`src/rtl/pcc_pkg.sv`:
```
package pcc_pkg;

   typedef enum logic [0:0] {
      RD_COMB = 1'b0,
      RD_REG  = 1'b1
   } rd_mode_e;

   function automatic int unsigned cnt_bits(input int unsigned n);
      return (n > 1) ? $clog2(n) : 1;
   endfunction

endpackage

```
`src/rtl/pcc_page_buf.sv`:
```
module pcc_page_buf #(
   parameter int ADDR_W = 8,
   parameter int DATA_W = 8,
   parameter int PAGE_W = 4
) (
   input  logic                              clk,
   input  logic                              rst_n,
   input  logic                              accept,
   input  logic                              addr_load,
   input  logic [ADDR_W-1:0]                 addr_in,
   input  logic                              wr_strobe,
   input  logic [DATA_W-1:0]                 wr_data,
   input  logic                              abort,
   input  logic                              clear,
   output logic [ADDR_W-PAGE_W-1:0]          page_q,
   output logic [(1<<PAGE_W)*DATA_W-1:0]     data_flat,
   output logic [(1<<PAGE_W)-1:0]            vld_q,
   output logic                              any_after
);

   localparam int PB   = 1 << PAGE_W;
   localparam int PG_W = ADDR_W - PAGE_W;

   logic [PAGE_W-1:0] off_q;
   logic [PAGE_W-1:0] eff_off;
   logic              take;
   logic              drop;
   logic [PB-1:0]     hit;

   // a strobe is taken only while idle and not overridden by an abort
   assign take      = accept & wr_strobe & ~abort;
   assign drop      = accept & abort;
   assign eff_off   = (accept & addr_load) ? addr_in[PAGE_W-1:0] : off_q;
   assign any_after = (|vld_q) | take;

   always_comb begin
      hit = '0;
      if (take) begin
         hit[eff_off] = 1'b1;
      end
   end

   // page and slot pointer
   always_ff @(posedge clk or negedge rst_n) begin
      if (!rst_n) begin
         off_q  <= '0;
         page_q <= '0;
      end else if (accept) begin
         if (addr_load) begin
            page_q <= addr_in[ADDR_W-1:PAGE_W];
         end
         off_q <= take ? eff_off + 1'b1 : eff_off;
      end
   end

   // staging slots and their loaded marks
   always_ff @(posedge clk or negedge rst_n) begin
      if (!rst_n) begin
         data_flat <= '0;
         vld_q     <= '0;
      end else begin
         for (int s = 0; s < PB; s++) begin
            if (hit[s]) begin
               data_flat[s*DATA_W +: DATA_W] <= wr_data;
            end
            if (clear || drop) begin
               vld_q[s] <= 1'b0;
            end else if (hit[s]) begin
               vld_q[s] <= 1'b1;
            end
         end
      end
   end

endmodule

```
`src/rtl/pcc_commit_timer.sv`:
```
module pcc_commit_timer #(
   parameter int WR_CYCLES = 64
) (
   input  logic clk,
   input  logic rst_n,
   input  logic start,
   output logic busy,
   output logic done
);

   localparam int CNT_W = pcc_pkg::cnt_bits(WR_CYCLES);
   localparam logic [CNT_W-1:0] LOAD_VAL = CNT_W'(WR_CYCLES - 1);

   logic [CNT_W-1:0] cnt_q;
   logic             busy_q;

   assign busy = busy_q;
   assign done = busy_q && (cnt_q == '0);

   always_ff @(posedge clk or negedge rst_n) begin
      if (!rst_n) begin
         busy_q <= 1'b0;
         cnt_q  <= '0;
      end else if (!busy_q) begin
         if (start) begin
            busy_q <= 1'b1;
            cnt_q  <= LOAD_VAL;
         end
      end else if (cnt_q == '0) begin
         busy_q <= 1'b0;
      end else begin
         cnt_q <= cnt_q - 1'b1;
      end
   end

endmodule

```
`src/rtl/pcc_array.sv`:
```
module pcc_array
   import pcc_pkg::*;
#(
   parameter int       ADDR_W  = 8,
   parameter int       DATA_W  = 8,
   parameter int       PAGE_W  = 4,
   parameter rd_mode_e RD_MODE = RD_REG
) (
   input  logic                           clk,
   input  logic                           rst_n,
   input  logic                           commit_en,
   input  logic [ADDR_W-PAGE_W-1:0]       commit_page,
   input  logic [(1<<PAGE_W)*DATA_W-1:0]  commit_data,
   input  logic [(1<<PAGE_W)-1:0]         commit_mask,
   input  logic [ADDR_W-1:0]              rd_addr,
   output logic [DATA_W-1:0]              rd_data
);

   localparam int DEPTH = 1 << ADDR_W;
   localparam int PB    = 1 << PAGE_W;

   logic [DEPTH-1:0][DATA_W-1:0] cells;

   // whole page written in one clock, only the marked slots
   always_ff @(posedge clk or negedge rst_n) begin
      if (!rst_n) begin
         cells <= '1;
      end else if (commit_en) begin
         for (int s = 0; s < PB; s++) begin
            if (commit_mask[s]) begin
               cells[{commit_page, PAGE_W'(s)}] <= commit_data[s*DATA_W +: DATA_W];
            end
         end
      end
   end

   generate
      if (RD_MODE == RD_REG) begin : g_rd_reg
         logic [DATA_W-1:0] rd_q;
         always_ff @(posedge clk or negedge rst_n) begin
            if (!rst_n) begin
               rd_q <= '1;
            end else begin
               rd_q <= cells[rd_addr];
            end
         end
         assign rd_data = rd_q;
      end else begin : g_rd_comb
         assign rd_data = cells[rd_addr];
      end
   endgenerate

endmodule

```
`src/rtl/page_commit_ctrl.sv`:
```
module page_commit_ctrl
   import pcc_pkg::*;
#(
   parameter int       ADDR_W    = 8,
   parameter int       DATA_W    = 8,
   parameter int       PAGE_W    = 4,
   parameter int       WR_CYCLES = 64,
   parameter rd_mode_e RD_MODE   = RD_REG
) (
   input  logic              clk,
   input  logic              rst_n,
   input  logic              addr_load,
   input  logic [ADDR_W-1:0] addr_in,
   input  logic              wr_strobe,
   input  logic [DATA_W-1:0] wr_data,
   input  logic              session_abort,
   input  logic              stop_evt,
   input  logic [ADDR_W-1:0] rd_addr,
   output logic [DATA_W-1:0] rd_data,
   output logic              busy
);

   localparam int PB   = 1 << PAGE_W;
   localparam int PG_W = ADDR_W - PAGE_W;

   generate
      if (PAGE_W < 1 || PAGE_W >= ADDR_W) begin : g_bad_page
         $error("page_commit_ctrl: PAGE_W must lie in 1..ADDR_W-1");
      end
      if (DATA_W < 1) begin : g_bad_data
         $error("page_commit_ctrl: DATA_W must be at least 1");
      end
      if (WR_CYCLES < 1) begin : g_bad_cycles
         $error("page_commit_ctrl: WR_CYCLES must be at least 1");
      end
   endgenerate

   logic                 busy_w;
   logic                 done_w;
   logic                 start_w;
   logic                 any_after;
   logic [PG_W-1:0]      page_q;
   logic [PB*DATA_W-1:0] data_flat;
   logic [PB-1:0]        vld_q;

   assign start_w = stop_evt & ~busy_w & ~session_abort & any_after;
   assign busy    = busy_w;

   pcc_page_buf #(
      .ADDR_W (ADDR_W),
      .DATA_W (DATA_W),
      .PAGE_W (PAGE_W)
   ) i_buf (
      .clk       (clk),
      .rst_n     (rst_n),
      .accept    (~busy_w),
      .addr_load (addr_load),
      .addr_in   (addr_in),
      .wr_strobe (wr_strobe),
      .wr_data   (wr_data),
      .abort     (session_abort),
      .clear     (done_w),
      .page_q    (page_q),
      .data_flat (data_flat),
      .vld_q     (vld_q),
      .any_after (any_after)
   );

   pcc_commit_timer #(
      .WR_CYCLES (WR_CYCLES)
   ) i_timer (
      .clk   (clk),
      .rst_n (rst_n),
      .start (start_w),
      .busy  (busy_w),
      .done  (done_w)
   );

   pcc_array #(
      .ADDR_W  (ADDR_W),
      .DATA_W  (DATA_W),
      .PAGE_W  (PAGE_W),
      .RD_MODE (RD_MODE)
   ) i_array (
      .clk         (clk),
      .rst_n       (rst_n),
      .commit_en   (done_w),
      .commit_page (page_q),
      .commit_data (data_flat),
      .commit_mask (vld_q),
      .rd_addr     (rd_addr),
      .rd_data     (rd_data)
   );

endmodule

```
`config.mk`:
```
export PLATFORM = sky130hd
export DESIGN_NAME = page_commit_ctrl
export DESIGN_NICKNAME = d
export VERILOG_FILES = /design/src/rtl/pcc_pkg.sv /design/src/rtl/pcc_page_buf.sv /design/src/rtl/pcc_commit_timer.sv /design/src/rtl/pcc_array.sv /design/src/rtl/page_commit_ctrl.sv
export SDC_FILE = /design/constraint.sdc
export NUM_CORES = 2
export LEC_CHECK = 0
export BUFFER_PORTS_ARGS = -buffer_cell sky130_fd_sc_hd__buf_2
export CORE_UTILIZATION = 65
export DETAILED_ROUTE_END_ITERATION = 10
export GPL_TIMING_DRIVEN = 0
export PLACE_DENSITY = 0.79
export SLEW_MARGIN = 20
export SYNTH_ARGS = -nofsm -noshare
export SYNTH_HDL_FRONTEND = slang
export SYNTH_SLANG_ARGS = --single-unit
export TNS_END_PERCENT = 50
```
`constraint.sdc`:
```
create_clock -name clk -period 4.2 [get_ports clk]
set_input_delay 0.63 -clock clk [delete_from_list [all_inputs] [get_ports clk]]
set_output_delay 0.63 -clock clk [all_outputs]
set_load 0.02 [all_outputs]
```
==> results.json <==
{
  "grt_pass1_vias": 65500,
  "start_util_pct": 65.6,
  "setup_tns_ns": -1.40,
  "status": "finished with violations",
  "drc": 18,
  "p_per_area_nw_per_um2": 387,
  "dr.pass1.iters": 11,
  "dieArea_um2": 157000,
  "port_buffers": 35,
  "fin_area_um2": 113000,
  "synth_area_um2": 101000,
  "cts_tree": "done",
  "hold_viol_final": 0,
  "num_io_pins": 39,
  "postSynthCellCount": 6298,
  "placementRows": 144,
  "grt.overflow.total": 0,
  "yosysSeqAreaShare_pct": 57.2,
  "tightest_slew_ns": 1.33,
  "dp_hpwl_mm": 280,
  "ys_ff_latch": 2215,
  "num_vias": 65200,
  "period_share_pct": 108,
  "drt-initial-drc-count": 8399,
  "clk_path_buf_depth": 3,
  "holdWs_ns": 0.0290,
  "fillers": 9496,
  "reg2reg_depth": 8,
  "die_w_um": 397,
  "grt_max_degree": 148,
  "syn_area_per_cell_um2": 16.1,
  "grt_antenna_before_repair": 43,
  "setup_viol": 8,
  "ys_types": 61,
  "hold_path_class": "in2reg",
  "fmax_mhz": 221,
  "die_y_um": 397,
  "yosys_warnings": 0,
  "crit_type": "in2reg",
  "drive_above_1_share_pct": 78.4,
  "grt_util_all_layers_pct": 50.7,
  "area.growth.synth_to_final_pct": 11.2,
  "relSlewSlack_pct": 11.1,
  "grt_pass1_wl_mm": 537,
  "final.setup_skew_ns": 0.0537,
  "cp.arrival_ns": 5.22,
  "cts.clk_slew.worst_paths_ns": 0.06,
  "synthArstFlopShare_pct": 100,
  "seq_area_um2": 58000,
  "synth-edff-count": 0,
  "yosys_most_used_dff": "dfstp_2",
  "syn_nets": 6333,
  "numCtsBuffers": 216,
  "setup_ws_ns": -0.318,
  "cp-end-kind": "flop",
  "final.min_clock_period_ns": 4.52,
  "maxCapViolCount": 0,
  "rsz0062_at_grt": "true",
  "clock-sinks": 2215,
  "ant_nets": 0,
  "nets": 6635,
  "ir_worst_vdd_mv": 0.426,
  "layout_commonest_cell": "mux2_2",
  "most-common-layout-cells": "mux2_2, dfstp_2, mux4_2, clkbuf_1, nand2_1",
  "violations": "design-rule violations, negative setup slack",
  "multiInputGateArea_um2": 41700,
  "holdPathStages": 2,
  "cts_root_buf": "clkbuf_16",
  "required_ns": 4.90,
  "wire_per_inst_um": 44.7,
  "maxSlewViolCount": 0,
  "cp_max_fo": 10,
  "core_area_um2": 154000,
  "via_per_inst": 7.37,
  "placedInstanceArea_um2": 105000,
  "clkLatencyLatePin_ns": 0.89,
  "total_leakage_power_nw": 46.2,
  "gp_congestion": 1.06,
  "routed_wirelength_mm": 395,
  "htreeDepth": 4,
  "critPathLaunchType": "input pin"
}
[critical path: stages]
cell	delay, ns
buf_2	0.23
buf_2	0.44
buf_4	0.46
buf_4	0.49
buf_2	0.62
mux4_2	0.45
a22oi_1	0.77
a21oi_1	0.14
nor3_1	0.63
nor4_1	0.28
[final cells by class]
type | count | share of cell area [%]
Multi-Input combinational cell | 3673 | 37.0
Timing Repair Buffer | 84 | 1.06
Tap cell | 2044 | 2.27
Antenna cell | 17 | 0.0378
Clock buffer | 351 | 5.83
Clock inverter | 48 | 0.590
Inverter | 18 | 0.0600
Sequential cell | 2215 | 51.5
Buffer | 392 | 1.64
[routing by layer]
layer  track usage, %  vias to the layer above  wire [µm]
met3             24.4                     1118      55800
met5             2.00                        -        522
met1             63.4                    35200     142000
li1                 -                    24400          -
met2             68.5                     4418     164000
met4             36.0                       24      33100
[stage by stage]
step	worst slack (ns)	total power (W)	util, %	cells
finish	-0.318	0.0436	72.9	8842
global route	-0.0769	0.0444	72.9	8825
CTS	0.00189	0.0434	72.8	8820
detailed placement	-2.13	0.0239	68.1	8417
global placement	-42.80	0.0236	67.4	8377
floorplan	1.53	0.0226	-	6298
[registers in the layout, summed over array words and instances (netlist names)]
name and count:
i_buf.page_q 4, i_timer.cnt_q 6, i_timer.busy 1, i_buf.off_q 4
i_buf.vld_q 16, i_array.rd_data 8, i_buf.data_flat 128, i_array.cells 2048
[power by group]
| group | switching, W | total, W | internal (W) |
|---|---|---|---|
| clock | 0.00858 | 0.0199 | 0.0113 |
| combinational | 0.00167 | 0.00214 | 0.000469 |
| sequential | 0.0000574 | 0.0215 | 0.0215 |
[synthesized netlist by cell type, types with 26 or more instances]
| library cell | count | area share (%) |
|---|---|---|
| a22o_1 | 62 | 0.54 |
| clkbuf_1 | 257 | 0.95 |
| dfstp_2 | 2056 | 53 |
| dfrtp_1 | 159 | 3.9 |
| a211oi_1 | 33 | 0.24 |
| o21ai_0 | 41 | 0.20 |
| a22oi_1 | 84 | 0.62 |
| a21oi_1 | 55 | 0.27 |
| nor3_1 | 26 | 0.13 |
| nand2_1 | 232 | 0.86 |
| nor2_1 | 29 | 0.11 |
| mux2_1 | 84 | 0.93 |
| mux4_2 | 445 | 9.9 |
| mux2_2 | 2113 | 23 |
| mux2i_1 | 114 | 1.1 |
| o221ai_1 | 32 | 0.28 |
| buf_4 | 43 | 0.32 |
| buf_2 | 63 | 0.31 |
| a221oi_1 | 55 | 0.48 |
| o22ai_1 | 43 | 0.27 |
| nand2_2 | 70 | 0.43 |
[kinds of logic (layout without fill, tap and decap cells)]
logic type / Yosys count / count (layout) / synth area share, %
AOI/OAI and AO/OA: 459 / 459 / 3.31
xor gates and xnor gates: 6 / 6 / 0.0519
adders and majority gates: 5 / 5 / 0.0617
buffers and inverters: 410 / 893 / 1.79
DFF: 2215 / 2215 / 57.2
muxes: 2756 / 2756 / 35.4
other: 0 / 17 / 0
and+or+nand+nor: 447 / 447 / 2.11
[repair_timing]
| action | 4_1_cts | 5_1_grt |
|---|---|---|
| gates cloned | 0 | 2 |
| resized for setup | 27 | 12 |
| pin swaps | 0 | 0 |
| endpoints found under the hold margin | 66 | 0 |
| buffers inserted | 0 | 0 |
| endpoints found under the setup margin | 8 | 151 |
| hold buffers | 4 | 0 |
[worst paths after layout]
check	startpoint	end	slack (ns)
min in group asynchronous	rst_n	i_array.cells[574]	0.64
max in group asynchronous	rst_n	i_array.cells[1607]	0.37
min	addr_in[7]	i_buf.page_q[3]	0.03
min reg2reg	i_timer.cnt_q[0]	i_timer.cnt_q[0]	0.51
max	rd_addr[1]	i_array.rd_data[2]	-0.32
max reg2reg	i_timer.busy	i_buf.data_flat[17]	0.35
No activity file was read; power rests on OpenSTA's default activity.
